[src/rtl/bag_pkg.sv]
package bag_pkg;

   // Width of an age count that can sit above the lockout threshold
   // (2*busy) with headroom before saturating.
   function automatic int age_width(input int busy);
      return $clog2(2 * busy + 1) + 1;
   endfunction

   typedef enum logic [0:0] {
      PH_OPEN   = 1'b0,   // every bank may issue
      PH_LOCKED = 1'b1    // only members of the batch may issue
   } gate_phase_e;

endpackage

[src/rtl/bag_age_ctr.sv]
module bag_age_ctr #(
   parameter int BANK_BUSY = 6,
   parameter int AGE_W     = bag_pkg::age_width(BANK_BUSY)
) (
   input  logic             clk,
   input  logic             rst_n,
   input  logic             restart_i,
   output logic [AGE_W-1:0] age_o,
   output logic             over_o
);
   localparam int             LIMIT   = 2 * BANK_BUSY;
   localparam logic [AGE_W-1:0] AGE_MAX = {AGE_W{1'b1}};
   localparam logic [AGE_W-1:0] LIMIT_W = AGE_W'(LIMIT);

   generate
      if (LIMIT >= (1 << AGE_W) - 1) begin : g_bad_width
         $error("AGE_W too small for threshold");
      end
   endgenerate

   logic [AGE_W-1:0] age_q;

   always_ff @(posedge clk or negedge rst_n) begin
      if (!rst_n) begin
         age_q <= '0;
      end else if (restart_i) begin
         age_q <= '0;
      end else if (age_q != AGE_MAX) begin
         age_q <= age_q + AGE_W'(1);
      end
   end

   assign age_o  = age_q;
   assign over_o = (age_q > LIMIT_W);

   p_age_step_r3: assert property (@(posedge clk) disable iff (!rst_n)
      (!restart_i && age_q != AGE_MAX) |=> (age_q == $past(age_q) + AGE_W'(1)));

   p_age_sat_r8: assert property (@(posedge clk) disable iff (!rst_n)
      (!restart_i && age_q == AGE_MAX) |=> (age_q == AGE_MAX));

   p_age_restart_r2: assert property (@(posedge clk) disable iff (!rst_n)
      restart_i |=> (age_q == '0));

endmodule

[src/rtl/bag_flag_bank.sv]
module bag_flag_bank #(
   parameter int NUM_BANKS = 8
) (
   input  logic                 clk,
   input  logic                 rst_n,
   input  logic                 form_i,
   input  logic [NUM_BANKS-1:0] nonempty_i,
   input  logic [NUM_BANKS-1:0] issue_i,
   output logic [NUM_BANKS-1:0] member_o
);
   logic [NUM_BANKS-1:0] member_q;

   generate
      for (genvar b = 0; b < NUM_BANKS; b++) begin : g_bank
         always_ff @(posedge clk or negedge rst_n) begin
            if (!rst_n) begin
               member_q[b] <= 1'b0;
            end else if (form_i) begin
               member_q[b] <= nonempty_i[b] & ~issue_i[b];
            end else if (issue_i[b]) begin
               member_q[b] <= 1'b0;
            end
         end

         p_issue_clears_r4: assert property (@(posedge clk) disable iff (!rst_n)
            issue_i[b] |=> !member_q[b]);

         p_idle_bank_kept_r4: assert property (@(posedge clk) disable iff (!rst_n)
            (!form_i && !issue_i[b]) |=> (member_q[b] == $past(member_q[b])));
      end
   endgenerate

   assign member_o = member_q;

endmodule

[src/rtl/bag_elig_mask.sv]
module bag_elig_mask #(
   parameter int NUM_BANKS = 8
) (
   input  logic                 over_i,
   input  logic [NUM_BANKS-1:0] member_i,
   output logic [NUM_BANKS-1:0] elig_o
);
   import bag_pkg::*;

   gate_phase_e phase;

   always_comb begin
      phase = (over_i && (|member_i)) ? PH_LOCKED : PH_OPEN;
      unique case (phase)
         PH_LOCKED: elig_o = member_i;
         default:   elig_o = '1;
      endcase
   end

endmodule

[src/rtl/batch_age_guard.sv]
module batch_age_guard #(
   parameter int NUM_BANKS = 8,
   parameter int BANK_BUSY = 6
) (
   input  logic                 clk,
   input  logic                 rst_n,
   input  logic [NUM_BANKS-1:0] nonempty_i,
   input  logic [NUM_BANKS-1:0] issue_i,
   output logic [NUM_BANKS-1:0] elig_o
);
   localparam int AGE_W = bag_pkg::age_width(BANK_BUSY);

   generate
      if (NUM_BANKS < 1) begin : g_bad_banks
         $error("NUM_BANKS must be at least 1");
      end
      if (BANK_BUSY < 1) begin : g_bad_busy
         $error("BANK_BUSY must be at least 1");
      end
   endgenerate

   logic [NUM_BANKS-1:0] member;
   logic [AGE_W-1:0]     age;
   logic                 over;
   logic                 form;

   assign form = ~|member;

   bag_flag_bank #(.NUM_BANKS(NUM_BANKS)) u_flags (
      .clk        (clk),
      .rst_n      (rst_n),
      .form_i     (form),
      .nonempty_i (nonempty_i),
      .issue_i    (issue_i),
      .member_o   (member)
   );

   bag_age_ctr #(.BANK_BUSY(BANK_BUSY), .AGE_W(AGE_W)) u_age (
      .clk       (clk),
      .rst_n     (rst_n),
      .restart_i (form),
      .age_o     (age),
      .over_o    (over)
   );

   bag_elig_mask #(.NUM_BANKS(NUM_BANKS)) u_mask (
      .over_i   (over),
      .member_i (member),
      .elig_o   (elig_o)
   );

   p_batch_load_r2: assert property (@(posedge clk) disable iff (!rst_n)
      (member == '0) |=> (member == ($past(nonempty_i) & ~$past(issue_i))));

   p_idle_age_zero_r9: assert property (@(posedge clk) disable iff (!rst_n)
      ((member == '0) && (nonempty_i == '0)) |=> (age == '0));

   p_issue_allowed_r6: assert property (@(posedge clk) disable iff (!rst_n)
      (over && (member != '0)) |-> ((issue_i & ~member) == '0));

endmodule

[config.mk]
export PLATFORM = sky130hd
export DESIGN_NAME = batch_age_guard
export DESIGN_NICKNAME = d
export VERILOG_FILES = /design/src/rtl/bag_pkg.sv /design/src/rtl/bag_age_ctr.sv /design/src/rtl/bag_flag_bank.sv /design/src/rtl/bag_elig_mask.sv /design/src/rtl/batch_age_guard.sv
export SDC_FILE = /design/constraint.sdc
export NUM_CORES = 1
export LEC_CHECK = 0
export BUFFER_PORTS_ARGS = -buffer_cell sky130_fd_sc_hd__buf_4
export CAP_MARGIN = 10
export CORE_MARGIN = 4
export CORE_UTILIZATION = 30
export CTS_CLUSTER_SIZE = 40
export DETAILED_ROUTE_END_ITERATION = 10
export PLACE_DENSITY = 0.65
export SYNTH_ARGS = -nofsm -noshare
export SYNTH_HDL_FRONTEND = slang
export SYNTH_SLANG_ARGS = --single-unit
[constraint.sdc]
create_clock -name clk -period 5.06 [get_ports clk]
set_clock_uncertainty 0.1 [all_clocks]
set_input_delay 0.759 -clock clk [delete_from_list [all_inputs] [get_ports clk]]
set_output_delay 0.759 -clock clk [all_outputs]
set_load 0.02 [all_outputs]
# Yosys cells after proc, flatten, opt, wreduce, memory -nomap -nowiden
# Cells that the tools add are included.
# totals
inputBits	18
out_inout_bits	8
reg_bits	13
# op_classes
mux	20
n_reduce_logical	2
n_eq_ne	10
add_sub_neg	1
bitwise_logic	16
n_lt_le_gt_ge	1
# ops
op	n
1-bit 2-to-1 mux	17
2-bit inequality test (second input constant)	8
5-bit 2-to-1 mux	2
1-bit AND	8
8-bit 2-to-1 mux	1
1-bit NOT	8
8-bit OR reduction	1
5-bit by 1-bit adder with 5-bit output (second input constant)	1
5-bit by 4-bit > comparator with 1-bit output (second input constant)	1
5-bit inequality test (second input constant)	1
2-bit by 1-bit inequality test with 1-bit output (second input constant)	1
1-bit logical AND	1

# Depth between registers and ports, before layout
# logic_depth
depth_word	4
ltp_mapped	6
depth_no_buf	6

# Hierarchy
# Synthesis repeated with hierarchy kept, for this count alone.
# unflattened
cells_unflattened	73
hier_area_um2	768.2
# by_module_without_submodules
mod	cells_per_inst	n_inst	area_each_um2
bag_flag_bank	25	1	321.6
bag_age_ctr	25	1	267.8
bag_elig_mask	20	1	160.2
batch_age_guard	3	1	18.8

# Least setup slack after synthesis
# No wires, ideal clock.
# synth_path
path_kind	flip-flop to output port
from	register u_flags.member_q[5], in the netlist u_flags.member_o[5]
to	output elig_o[0]
arrival_time_ns	1.226
setup_slack_ns	2.975
t_required_ns	4.201
path_stages_with_launch	4
path_buffers	0
path_cell_list	dfrtp_1 > nor4_4 > o2bb2ai_2 > or2_1
# synth_between
elab_chain_len	4
# synth_lines
element	line	source
start: declaration	bag_flag_bank.sv:11	logic [NUM_BANKS-1:0] member_q;
start signal: indexed assignment	bag_flag_bank.sv:19	member_q[b] <= nonempty_i[b] & ~issue_i[b];
8-bit OR reduction	bag_elig_mask.sv:13	phase = (over_i && (|member_i)) ? PH_LOCKED : PH_OPEN;
1-bit logical AND	bag_elig_mask.sv:13	
1-bit 2-to-1 mux	bag_elig_mask.sv:13	
8-bit 2-to-1 mux	bag_elig_mask.sv:14	unique case (phase)
end: declaration	batch_age_guard.sv:9	output logic [NUM_BANKS-1:0] elig_o
# Every way passes these cells.

# Final worst setup path
# layout_path
from	register u_flags.member_q[5], in the netlist u_flags.member_o[5]
to	output elig_o[6]
# Same word-level chain as after synthesis.

==> run metrics <==
flops & latches, synth 13; worst setup margin 2500 ps; Logic pwr share 43.2%; largest net degree at the start of global routing 14; ratio of cells with drive above 1 in the final layout 33.0%; P_sw 196 uW; clk_lat worst skew 270 ps; final instance area 970 um^2; yosys warns 0; placed cell areas 943 um^2; count of final setup violators 0; commonest cells in the netlist dfrtp_1, nor2_1, a21oi_1, nor4b_1, or2_1; Vias/cell 4.81; fmax 0.391 GHz; post_cts resized 0; beginning of the worst register-to-register path u_age.age_o[0]; Post-Syn Nets 89; Setup crit end kind output port; CP Data Required Time 4200 ps; Synth area leaders dfrtp_1, nor4b_1, or2_1; area share of the leading cell type in the synthesized netlist 45.1%; PortBufs 25; DIE HEIGHT 57.0 um; sequential cell area fraction in the yosys report 45.1%; Setup TNS 0 ps; number of global-route vias before repair 579; Layout area overhead 34.5%; initial antenna violation count 0; die area 3250 um^2; Slew Viols, Final 0; Critical R2R Capture u_age.age_o[3]; clk buf depth 2; Max-slew headroom 73.5%; DRC 0; Leak 0.447 nW; CTS Sinks 13; wire per inst 12.6 um; Hold WC Path Type in -> async; # Max-Cap Violations 0; crit path time final 2560 ps; global-route wire length before repair 2680 um; RSZ-0062 raised after global routing false; CTS buffer count 3; Post-Synthesis Cells 68; number of H-tree levels 1; period utilization 50.5%; worst vdd ir 0.000250 V; placed insts 121; hpwl dp 1250 um; Final Hold Fails 0; Final ANT Viol Nets 0; Core ar. 2250 um^2; ys flop type dfrtp_1; Slew @ Worst Pin 395 ps; top cell type by total area after synthesis dfrtp_1; GR Overflow Total 0; Routed Wire Length 1570 um; clock transition at the registers of the reported paths 70 ps; critical path class reg -> out; Initial Util 32.0%; Post-synth EDFFs 0; r2r worst-path depth 6; CP cell instances nor4_4 > o2bb2ai_2 > or2_1 > buf_4; Ports 26; CP max stage delay 460 ps; DR pass1 iterations 4; Reg power frac 43.8%; Die W 57.0 um; non-filler cells, final 125; Root Buffer clkbuf_4; Worst setup SP type flop; Row Count 17; Pint 277 uW; GRT Resource Usage Total 10.3%; Post-CTS Hold Buffers 0; CP max stage cell dfrtp_1; initial drt markers 5; Cell variety after synth 17; CTS tree yes; Cell Pwr Density 489 nW/um^2; Final nets 119; Ant. Diodes 0; # Post-CTS Setup Buffers 0; ys async rst share 100%; RePlAce Congestion 0.676; r2r setup slk 3400 ps; Setup WS pre-CTS 2790 ps; via count 601; mean post-synth cell area 10.6 um^2; CP Max Fanout 8; clock power share 13.0%; synthesized area 721 um^2; status complete, no violations; Switching Share 41.5%; CP Data Arrival Time 1700 ps
==> logic make-up after synthesis <==
group	after synthesis	share of synthesized area, %
AO/OA/AOI/OAI	9	7.64
XOR/XNOR	3	3.65
adder cells (fa/ha/maj)	3	5.21
buffers and inverters	2	1.04
flip-flops	13	45.1
multiplexers	2	2.78
AND/OR/NAND/NOR	36	34.6
==> registers in the layout (all words and copies together) (netlist names) <==
| name | flops |
|---|---|
| u_flags.member_o | 8 |
| u_age.age_o | 5 |
==> critical path, delay by kind of cell (launching register included) <==
kind            cells  cell delay, ps
compound gates      1             230
simple gates        2             600
flops               1             460
buf+inv             1             130
==> metal layers <==
| metal | vias to the layer above | track usage, % | part of all wire (%) |
|---|---|---|---|
| met1 | 278 | 14.3 | 47 |
| met5 | - | 0 | 0 |
| met3 | 2 | 4.07 | 8.7 |
| met2 | 23 | 15.7 | 44 |
| met4 | 0 | 0.993 | 0.32 |
| li1 | 298 | - | - |
==> through the flow <==
step                      total power, mW  util (%)  hold WS [ps]
after floorplan                     0.353         -           363
after global placement              0.410      41.8           435
after detailed placement            0.417      41.8           458
after CTS                           0.480      43.0           218
after global routing                0.518      43.0           216
final                               0.474      43.0           218
==> area by class of cell <==
cell class / count / area (um^2)
well taps: 28 / 35.0
fillers: 241 / 1280
multi-input cells: 53 / 388
flip-flops and latches: 13 / 325
inverters: 2 / 7.51
clock buffers: 4 / 26.3
repair buffers: 25 / 188
==> worst max-delay path by stage <==
stage	start	to	slack, ps	cells after the start
2_1_floorplan	u_flags.member_o[5]	elig_o[0]	2970	3
6_report	u_flags.member_o[5]	elig_o[6]	2500	4
3_5_place_dp	u_flags.member_o[5]	elig_o[6]	2790	4
3_3_place_gp	u_flags.member_o[5]	elig_o[1]	2840	4
5_1_grt	u_flags.member_o[5]	elig_o[6]	2380	4
4_1_cts	u_flags.member_o[5]	elig_o[6]	2480	4
==> layout by cell type (no fill, tap or decap), drive strengths merged, types with 3 or more instances in the layout <==
cell	netlist	layout
nor4b	8	8
ha	3	3
nor2	13	13
dfrtp	13	13
clkbuf	0	4
or2	8	8
buf	0	25
a21oi	8	8
==> power groups by stage <==
| stage | combinational [mW] | clock, mW | sequential [mW] |
|---|---|---|---|
| global placement | 0.202 | 0 | 0.208 |
| detailed placement | 0.209 | 0 | 0.208 |
| finish | 0.205 | 0.0616 | 0.208 |
| global route | 0.233 | 0.0677 | 0.218 |
| CTS | 0.209 | 0.0641 | 0.207 |
| floorplan | 0.157 | 0 | 0.196 |
Power figures use the tool's default switching activity.
